$ cat src/rtl/spi_regbank_slave.sv
module spi_regbank_slave #(
  parameter int NREG    = 16,
  parameter int DW      = 16,
  parameter int FRAME   = 24,
  parameter int AW      = $clog2(NREG),
  parameter logic [DW-AW-1:0] DEF_LOW = 12'hA5C
) (
  input  logic                 clk,
  input  logic                 rst_n,
  input  logic                 pins_only,
  input  logic                 cs_n,
  input  logic                 sclk,
  input  logic                 sdi,
  output logic                 sdo,
  output logic                 sdo_oe,
  output logic [NREG*DW-1:0]   regs_o
);
  localparam int CW     = $clog2(FRAME + 1);
  localparam int DSTART = FRAME - DW;
  localparam int RD_CAP = FRAME - 1 - (DW + 1);

  function automatic logic [NREG*DW-1:0] defaults();
    logic [NREG*DW-1:0] v;
    for (int i = 0; i < NREG; i++) v[i*DW +: DW] = {AW'(i), DEF_LOW};
    return v;
  endfunction

  logic [NREG*DW-1:0] def_vec;
  assign def_vec = defaults();

  logic              sclk_q, cs_q, active, rd;
  logic [CW-1:0]     cnt;
  logic [FRAME-2:0]  sh;
  logic [DW-1:0]     rq;
  logic [DW-1:0]     regs [NREG];

  wire rise  = sclk & ~sclk_q;
  wire fall  = ~sclk & sclk_q;
  wire start = ~cs_n & cs_q;
  wire live  = active & ~cs_n;

  wire           last   = live & rise & (cnt == CW'(FRAME - 1));
  wire           wr_en  = last & ~sh[FRAME-2] & ~pins_only;
  wire [AW-1:0]  wr_adr = sh[DW+AW-1 -: AW];
  wire [DW-1:0]  wr_dat = {sh[DW-2:0], sdi};
  wire           cap    = live & rise & (cnt == CW'(DSTART - 1));
  wire           shout  = live & rd & fall & (cnt >= CW'(DSTART)) & (cnt <= CW'(FRAME - 1));

  always_ff @(posedge clk or negedge rst_n) begin
    if (!rst_n) begin
      sclk_q <= 1'b0;
      cs_q   <= 1'b1;
    end else begin
      sclk_q <= sclk;
      cs_q   <= cs_n;
    end
  end

  always_ff @(posedge clk or negedge rst_n) begin
    if (!rst_n) begin
      active <= 1'b0;
      cnt    <= '0;
      sh     <= '0;
    end else if (cs_n) begin
      active <= 1'b0;
      cnt    <= '0;
    end else if (start) begin
      active <= 1'b1;
      cnt    <= '0;
    end else if (live && rise && cnt < CW'(FRAME)) begin
      cnt <= cnt + 1'b1;
      sh  <= {sh[FRAME-3:0], sdi};
    end
  end

  always_ff @(posedge clk or negedge rst_n) begin
    if (!rst_n) begin
      rd     <= 1'b0;
      rq     <= '0;
      sdo    <= 1'b0;
      sdo_oe <= 1'b0;
    end else if (cs_n) begin
      rd     <= 1'b0;
      sdo_oe <= 1'b0;
    end else begin
      if (cap) begin
        rd <= sh[RD_CAP];
        rq <= regs[sh[AW-1:0]];
      end
      if (shout) begin
        sdo    <= rq[DW-1];
        rq     <= {rq[DW-2:0], 1'b0};
        sdo_oe <= 1'b1;
      end
    end
  end

  for (genvar g = 0; g < NREG; g++) begin : g_reg
    always_ff @(posedge clk or negedge rst_n) begin
      if (!rst_n)                           regs[g] <= def_vec[g*DW +: DW];
      else if (pins_only)                   regs[g] <= def_vec[g*DW +: DW];
      else if (wr_en && wr_adr == AW'(g))   regs[g] <= wr_dat;
    end
    assign regs_o[g*DW +: DW] = regs[g];
  end
endmodule


$ cat config.mk
export PLATFORM = sky130hd
export DESIGN_NAME = spi_regbank_slave
export DESIGN_NICKNAME = d
export VERILOG_FILES = /design/src/rtl/spi_regbank_slave.sv
export SDC_FILE = /design/constraint.sdc
export NUM_CORES = 1
export LEC_CHECK = 0
export CORE_ASPECT_RATIO = 0.7
export CORE_MARGIN = 2
export CORE_UTILIZATION = 30
export CTS_CLUSTER_SIZE = 24
export DETAILED_ROUTE_END_ITERATION = 8
export SYNTH_ARGS = -nofsm -noshare
export SYNTH_HDL_FRONTEND = slang
export SYNTH_SLANG_ARGS = --single-unit
$ cat constraint.sdc
create_clock -name clk -period 3.4 [get_ports clk]
set_input_delay 0.68 -clock clk [delete_from_list [all_inputs] [get_ports clk]]
set_output_delay 0.68 -clock clk [all_outputs]
set_load 0.02 [all_outputs]
# --- Word level (Yosys, flattened, before mapping) ---
# Index checks and enable logic that the tools add are counted.
word_totals:
  register_bits: 306
  output_inout_bits: 258
classes:
  add_sub_neg: 1
  order_cmp: 4
  n_eq_ne: 17
  n_mux: 46
  bitwise_logic: 20
  reduce_logical: 43
op_table:
  columns: ["cell", "count"]
  rows:
  - ["16-bit two-way mux", 36]
  - ["16-bit binary-select mux with 4-bit select", 1]
  - ["2-bit nonzero test", 20]
  - ["4-bit equality test, second input constant", 8]
  - ["1-bit logical AND", 18]
  - ["4-bit by 3-bit equality test with 1-bit output, second input constant", 4]
  - ["5-bit two-way mux", 3]
  - ["1-bit AND", 13]
  - ["4-bit by 2-bit equality test with 1-bit output, second input constant", 2]
  - ["1-bit two-way mux", 6]
  - ["1-bit NOT", 6]
  - ["5-bit by 1-bit adder with 5-bit output, second input constant", 1]
  - ["5-bit by 3-bit equality test with 1-bit output, second input constant", 1]
  - ["5-bit equality test, second input constant", 1]
  - ["5-bit by 4-bit greater-or-equal comparator with 1-bit output, second input constant", 1]
  - ["5-bit greater-or-equal comparator, second input constant", 1]
  - ["5-bit less-or-equal comparator, second input constant", 1]
  - ["5-bit < comparator, second input constant", 1]
  - ["4-bit NOT with 5-bit output", 1]
  - ["4-bit by 1-bit equality test with 1-bit output, second input constant", 1]
  - ["4-bit logical NOT", 1]
  - ["2-bit AND reduction", 2]
  - ["3-bit AND reduction", 1]
  - ["3-bit nonzero test", 1]

# --- Logic depth before layout (Yosys ltp) ---
logic_depth:
  word_depth: 9
  depth_mapped: 9
  depth_no_buf: 5

# --- Least setup slack after synthesis ---
# OpenSTA, ideal clock, no wires.
synth_timing:
  path_type: "input to register"
  startpoint: "input pins_only"
  endpoint: "register regs, in the netlist regs_o[82]"
  arrival_time_ns: 2.034
  required_ns: 3.318
  path_slack_ns: 1.284
  cell_stages: 6
  path_cell_list: "clkbuf_1 -> or3b_1 -> nor2_1 -> buf_4 -> nand2_2 -> a211o_1"
synth_via:
  elab_chain_cells: 4
  word_cells_on_any_way: 5
  classes_between: "mux: 1; bitwise: 2; reduce/logical: 2"
synth_lines:
  columns: ["element", "line", "text"]
  rows:
  - ["from (decl)", "10", "input logic pins_only,"]
  - ["1-bit NOT", "43", "wire wr_en = last & ~sh[FRAME-2] & ~pins_only;"]
  - ["1-bit AND", "43", null]
  - ["1-bit logical AND", "102", "else if (wr_en && wr_adr == AW'(g)) regs[g] <= wr_dat;"]
  - ["2-bit nonzero test (no source line)", null, null]
  - ["to (signal, indexed assignment)", "100", "if (!rst_n) regs[g] <= def_vec[g*DW +: DW];"]
  - ["to (signal, indexed assignment)", "101", "else if (pins_only) regs[g] <= def_vec[g*DW +: DW];"]
  - ["to (signal, indexed assignment)", "102", null]
  - ["to (decl)", "35", "logic [DW-1:0] regs [NREG];"]
# Parallel ways exist; a longest one is shown, timed or not.
# A chain may end at the register's enable or synchronous reset.

# --- Final worst setup path ---
layout_timing:
  startpoint: "register sh[1]"
  endpoint: "register rq[6]"
layout_via:
  elab_chain_cells: 6
layout_lines:
  columns: ["element", "line", "text"]
  rows:
  - ["from (decl)", "33", "logic [FRAME-2:0] sh;"]
  - ["from (signal assigned)", "72", "sh <= {sh[FRAME-3:0], sdi};"]
  - ["4-bit NOT with 5-bit output (implied by the code)", "88", "rq <= regs[sh[AW-1:0]];"]
  - ["16-bit binary-select mux with 4-bit select", "88", null]
  - ["16-bit two-way mux (implied by the code) (2 in series)", "88", null]
  - ["16-bit two-way mux", "86", "if (cap) begin"]
  - ["16-bit two-way mux", "90", "if (shout) begin"]
  - ["to (signal assigned)", "88", null]
  - ["to (signal assigned)", "92", "rq <= {rq[DW-2:0], 1'b0};"]
  - ["to (decl)", "34", "logic [DW-1:0] rq;"]
# No other way between the ends. The select of a mux whose other input is x is not followed.

==> flow_results.xml <==
<?xml version="1.0" encoding="UTF-8"?>
<metrics>
  <group name="outcome">
    <metric name="outcome" unit="">completed</metric>
  </group>
  <group name="detailed_routing">
    <metric name="detailroute.via_count" unit="">13300</metric>
    <metric name="route.detailed.drc" unit="">0</metric>
    <metric name="drt_pre_antenna_iters" unit="">5</metric>
    <metric name="wire_per_inst" unit="µm">26.3</metric>
    <metric name="post_drt_via_cell_ratio" unit="">5.90</metric>
    <metric name="ant_nets" unit="">0</metric>
    <metric name="detailedRoute.firstIterationViolations" unit="">1455</metric>
    <metric name="routed_wirelength" unit="µm">59300</metric>
  </group>
  <group name="clock_network">
    <metric name="cts_hold_repair.buffers" unit="">0</metric>
    <metric name="cts.clk_slew.worst_paths" unit="ns">0.06</metric>
    <metric name="htreeDepth" unit="">2</metric>
    <metric name="tritoncts" unit="">done</metric>
    <metric name="cts_resized" unit="">0</metric>
    <metric name="cts-buffers-inserted" unit="">36</metric>
    <metric name="cts-root-to-sink-buffers" unit="">3</metric>
    <metric name="cts.repair_timing.setup_buffer_count" unit="">0</metric>
    <metric name="cts_root_buffer" unit="">sky130_fd_sc_hd__clkbuf_16</metric>
    <metric name="worst_skew_pair.late_latency" unit="ns">0.53</metric>
    <metric name="cts_sinks" unit="">306</metric>
  </group>
  <group name="sta">
    <metric name="finalCritPeriodShare" unit="">0.788</metric>
    <metric name="slew_headroom" unit="">0.262</metric>
    <metric name="clock.fmax" unit="MHz">373</metric>
    <metric name="setup_viol_count_final" unit="">0</metric>
    <metric name="slew_viol_final" unit="">0</metric>
    <metric name="final.min_clock_period" unit="ns">2.68</metric>
    <metric name="worst_pin_slew" unit="ns">1.11</metric>
    <metric name="postLayoutSetupSlackWorst" unit="ns">0.721</metric>
    <metric name="clock_skew" unit="ns">0.0147</metric>
    <metric name="setup-tns-final" unit="ns">0</metric>
    <metric name="rsz0062_at_grt" unit="">no</metric>
    <metric name="final-hold-violation-count" unit="">0</metric>
  </group>
  <group name="placed_design">
    <metric name="dp.cells" unit="">2192</metric>
    <metric name="gp_congestion" unit="">0.826</metric>
    <metric name="placement.cell_area" unit="mm²">0.0187</metric>
    <metric name="port_buffers" unit="">263</metric>
    <metric name="preCtsSetupSlack" unit="ns">0.340</metric>
    <metric name="dp.final_hpwl" unit="µm">39900</metric>
  </group>
  <group name="synth">
    <metric name="postSynthRegisterBits" unit="">306</metric>
    <metric name="synth_top_cell_area_share" unit="">0.287</metric>
    <metric name="ys_dominant_reg_cell" unit="">sky130_fd_sc_hd__dfrtp_1</metric>
    <metric name="synth-seq-area-share" unit="">0.507</metric>
    <metric name="post_synth.cell_area_avg" unit="µm²">11.3</metric>
    <metric name="mappedNetlistNets" unit="">1377</metric>
    <metric name="synthesis.instances" unit="">1369</metric>
    <metric name="synthesis_warnings" unit="">0</metric>
    <metric name="synth-edff-count" unit="">0</metric>
    <metric name="async_s_r_ff_share_synth" unit="">1.00</metric>
    <metric name="synth_cell_types" unit="">50</metric>
    <metric name="post-synth-top-count-cell" unit="">sky130_fd_sc_hd__dfrtp_1</metric>
    <metric name="summed_instance_area_of_the_synthesized_netlist" unit="mm²">0.0154</metric>
    <metric name="post_synth_most_frequent_cells" unit="">177 x sky130_fd_sc_hd__dfrtp_1, 131 x sky130_fd_sc_hd__nand3_1, 130 x sky130_fd_sc_hd__a21oi_1, 130 x sky130_fd_sc_hd__o21ai_0, 129 x sky130_fd_sc_hd__dfstp_2</metric>
    <metric name="synth_top_area_cell" unit="">sky130_fd_sc_hd__dfrtp_1</metric>
    <metric name="synth_top_cells_by_area" unit="">sky130_fd_sc_hd__dfrtp_1 29%, sky130_fd_sc_hd__dfstp_2 22%, sky130_fd_sc_hd__mux4_2 9.5%</metric>
  </group>
  <group name="power_and_ir_drop">
    <metric name="p_leak" unit="nW">7.60</metric>
    <metric name="fin_total_pwr" unit="mW">7.93</metric>
    <metric name="power.density_cell_area" unit="mW/mm²">400</metric>
    <metric name="comb_power_share" unit="">0.046</metric>
    <metric name="sw_frac_of_total" unit="">0.231</metric>
    <metric name="vdd.ir_drop.worst" unit="mV">0.322</metric>
    <metric name="fraction_of_power_consumed_by_sequential_logic" unit="">0.469</metric>
    <metric name="power_report.internal_total" unit="mW">6.10</metric>
    <metric name="share_clk_of_total_power" unit="">0.485</metric>
    <metric name="p_sw" unit="mW">1.84</metric>
  </group>
  <group name="floorplanning">
    <metric name="rows" unit="">69</metric>
    <metric name="die_area" unit="mm²">0.0533</metric>
    <metric name="floorplan.die.width" unit="µm">275</metric>
    <metric name="core-area" unit="mm²">0.0508</metric>
    <metric name="floorplan.initialDensity" unit="">0.304</metric>
    <metric name="die_height" unit="µm">194</metric>
    <metric name="top_level_ports" unit="">264</metric>
  </group>
  <group name="worst_setup_path">
    <metric name="critical_path_required" unit="ns">3.81</metric>
    <metric name="worstSetupPathDepth" unit="">5</metric>
    <metric name="crit_arrival" unit="ns">3.09</metric>
    <metric name="timing.critical_path.from_type" unit="">register</metric>
    <metric name="critPathMaxFanout" unit="">59</metric>
    <metric name="end_kind" unit="">register</metric>
    <metric name="r2r.worst_path.cells" unit="">5</metric>
    <metric name="crit_path_cell_trace" unit="">buf_4 &gt; mux4_2 &gt; o22ai_1 &gt; o31ai_1 &gt; mux2_2</metric>
    <metric name="setup.reg_to_reg.worst_slack" unit="ns">0.72</metric>
    <metric name="worst_flop_to_flop_path_endpoint" unit="">rq[6]$_DFFE_PN0P_</metric>
    <metric name="max_stage_delay" unit="ns">1.10</metric>
    <metric name="critical_path.slowest_cell" unit="">sky130_fd_sc_hd__dfrtp_4</metric>
    <metric name="criticalPathCategory" unit="">reg2reg</metric>
    <metric name="crit_buf_inv" unit="">1</metric>
    <metric name="critical_path.top_delay_family" unit="">flip-flops</metric>
    <metric name="timing.rr.start" unit="">sh[1]$_DFFE_PN0P_</metric>
  </group>
  <group name="cells_and_area">
    <metric name="stdcell_area" unit="mm²">0.0198</metric>
    <metric name="ant_cells" unit="">0</metric>
    <metric name="multi_input_comb_area" unit="mm²">0.00681</metric>
    <metric name="instances_no_fill" unit="">2256</metric>
    <metric name="filler_cell_count" unit="">4923</metric>
    <metric name="area_growth" unit="%">28.5</metric>
    <metric name="drive_above_1_share" unit="">0.235</metric>
    <metric name="design.final.nets" unit="">1564</metric>
    <metric name="layout.area.seq" unit="mm²">0.00783</metric>
  </group>
  <group name="grt">
    <metric name="number_of_antenna_violations_at_the_first_check_in_global_routing" unit="">0</metric>
    <metric name="grt-ovfl-total" unit="">0</metric>
    <metric name="grt_pass1_wl" unit="µm">88600</metric>
    <metric name="track_usage" unit="">0.218</metric>
    <metric name="vias_in_the_first_global_route" unit="">13100</metric>
    <metric name="grt_start_max_net_pins" unit="">98</metric>
  </group>
  <group name="run">
    <metric name="drv_cap" unit="">0</metric>
  </group>
  <group name="min_path">
    <metric name="min-delay-path-class" unit="">in2async</metric>
  </group>
</metrics>
## power groups by stage
stage	Clock, mW	Sequential [mW]	Combinational (mW)
after global routing	4.07	3.72	0.394
after detailed placement	0	3.78	0.371
final	3.85	3.72	0.365
after CTS	3.92	3.72	0.372
after floorplan	0	3.72	0.262
after global placement	0	3.78	0.369
## sequential cells by signal, indices dropped and copies added (netlist names)
name,cells
active,1
cnt,5
cs_q,1
rd,1
regs_o,256
rq,16
sclk_q,1
sdo,1
sdo_oe,1
sh,23
## logic make-up (layout without fill, tap and decap cells)
group,after synthesis,in the layout,share of synthesized area
AOI/OAI and AO/OA,485,485,0.202
xor gates and xnor gates,2,2,0.00114
adders and majority gates,2,2,0.00162
buffers and inverters,172,385,0.0524
DFF,306,306,0.507
muxes,105,105,0.124
and+or+nand+nor,297,297,0.111
## placed cells by master, fill, tap and decap left out, drive strengths merged, types with 2 or more instances in the layout
| master | n |
|---|---|
| dfrtp | 177 |
| nor2 | 17 |
| buf | 56 |
| o31ai | 30 |
| bufinv | 2 |
| dfstp | 129 |
| mux2 | 39 |
| and3 | 95 |
| inv | 4 |
| nand2b | 5 |
| and4bb | 3 |
| and4 | 2 |
| clkbuf | 53 |
| clkdlybuf4s50 | 261 |
| a211o | 128 |
| and2 | 2 |
| a21boi | 33 |
| o22ai | 30 |
| nand3 | 131 |
| or2 | 5 |
| mux4 | 65 |
| nand2 | 22 |
| nand4 | 2 |
| o21ai | 130 |
| or3 | 2 |
| a21oi | 130 |
| clkinv | 9 |
| nor2b | 4 |
| ha | 2 |
## cell type report
type	count	area share
Clock inverter	11	0.00530
Clock buffer	53	0.0533
Inverter	4	0.000758
Multi-Input combinational cell	891	0.343
Sequential cell	306	0.395
Timing Repair Buffer	317	0.160
Tap cell	674	0.0425
## worst register-to-register path, cell delays in order (launching register included)
cell and delay, ns:
sky130_fd_sc_hd__dfrtp_4 1.10, sky130_fd_sc_hd__buf_4 0.44, sky130_fd_sc_hd__mux4_2 0.33, sky130_fd_sc_hd__o22ai_1 0.32, sky130_fd_sc_hd__o31ai_1 0.12, sky130_fd_sc_hd__mux2_2 0.27
## metal layers
layer | GRT usage | wire length, µm
met5 | 0 | 0
met4 | 0.0482 | 1140
met3 | 0.0435 | 5170
met2 | 0.333 | 27400
met1 | 0.319 | 25600
## through the flow
stage / hold WS [ns] / utilization
2_1_floorplan: 0.384 / -
4_1_cts: 0.222 / 0.390
3_5_place_dp: 0.486 / 0.368
5_1_grt: 0.250 / 0.390
3_3_place_gp: 0.480 / 0.368
6_report: 0.177 / 0.390
## worst max-delay path by stage
stage | start | endpoint
2_1_floorplan | pins_only | regs_o[82]$_DFFE_PN1P_
3_3_place_gp | cs_n | regs_o[206]$_DFFE_PN1P_
3_5_place_dp | cs_n | regs_o[11]$_DFFE_PN1P_
4_1_cts | sh[1]$_DFFE_PN0P_ | rq[9]$_DFFE_PN0P_
5_1_grt | sh[0]$_DFFE_PN0P_ | rq[3]$_DFFE_PN0P_
6_report | sh[1]$_DFFE_PN0P_ | rq[6]$_DFFE_PN0P_
Note: power is estimated with default switching activity, not from simulation.
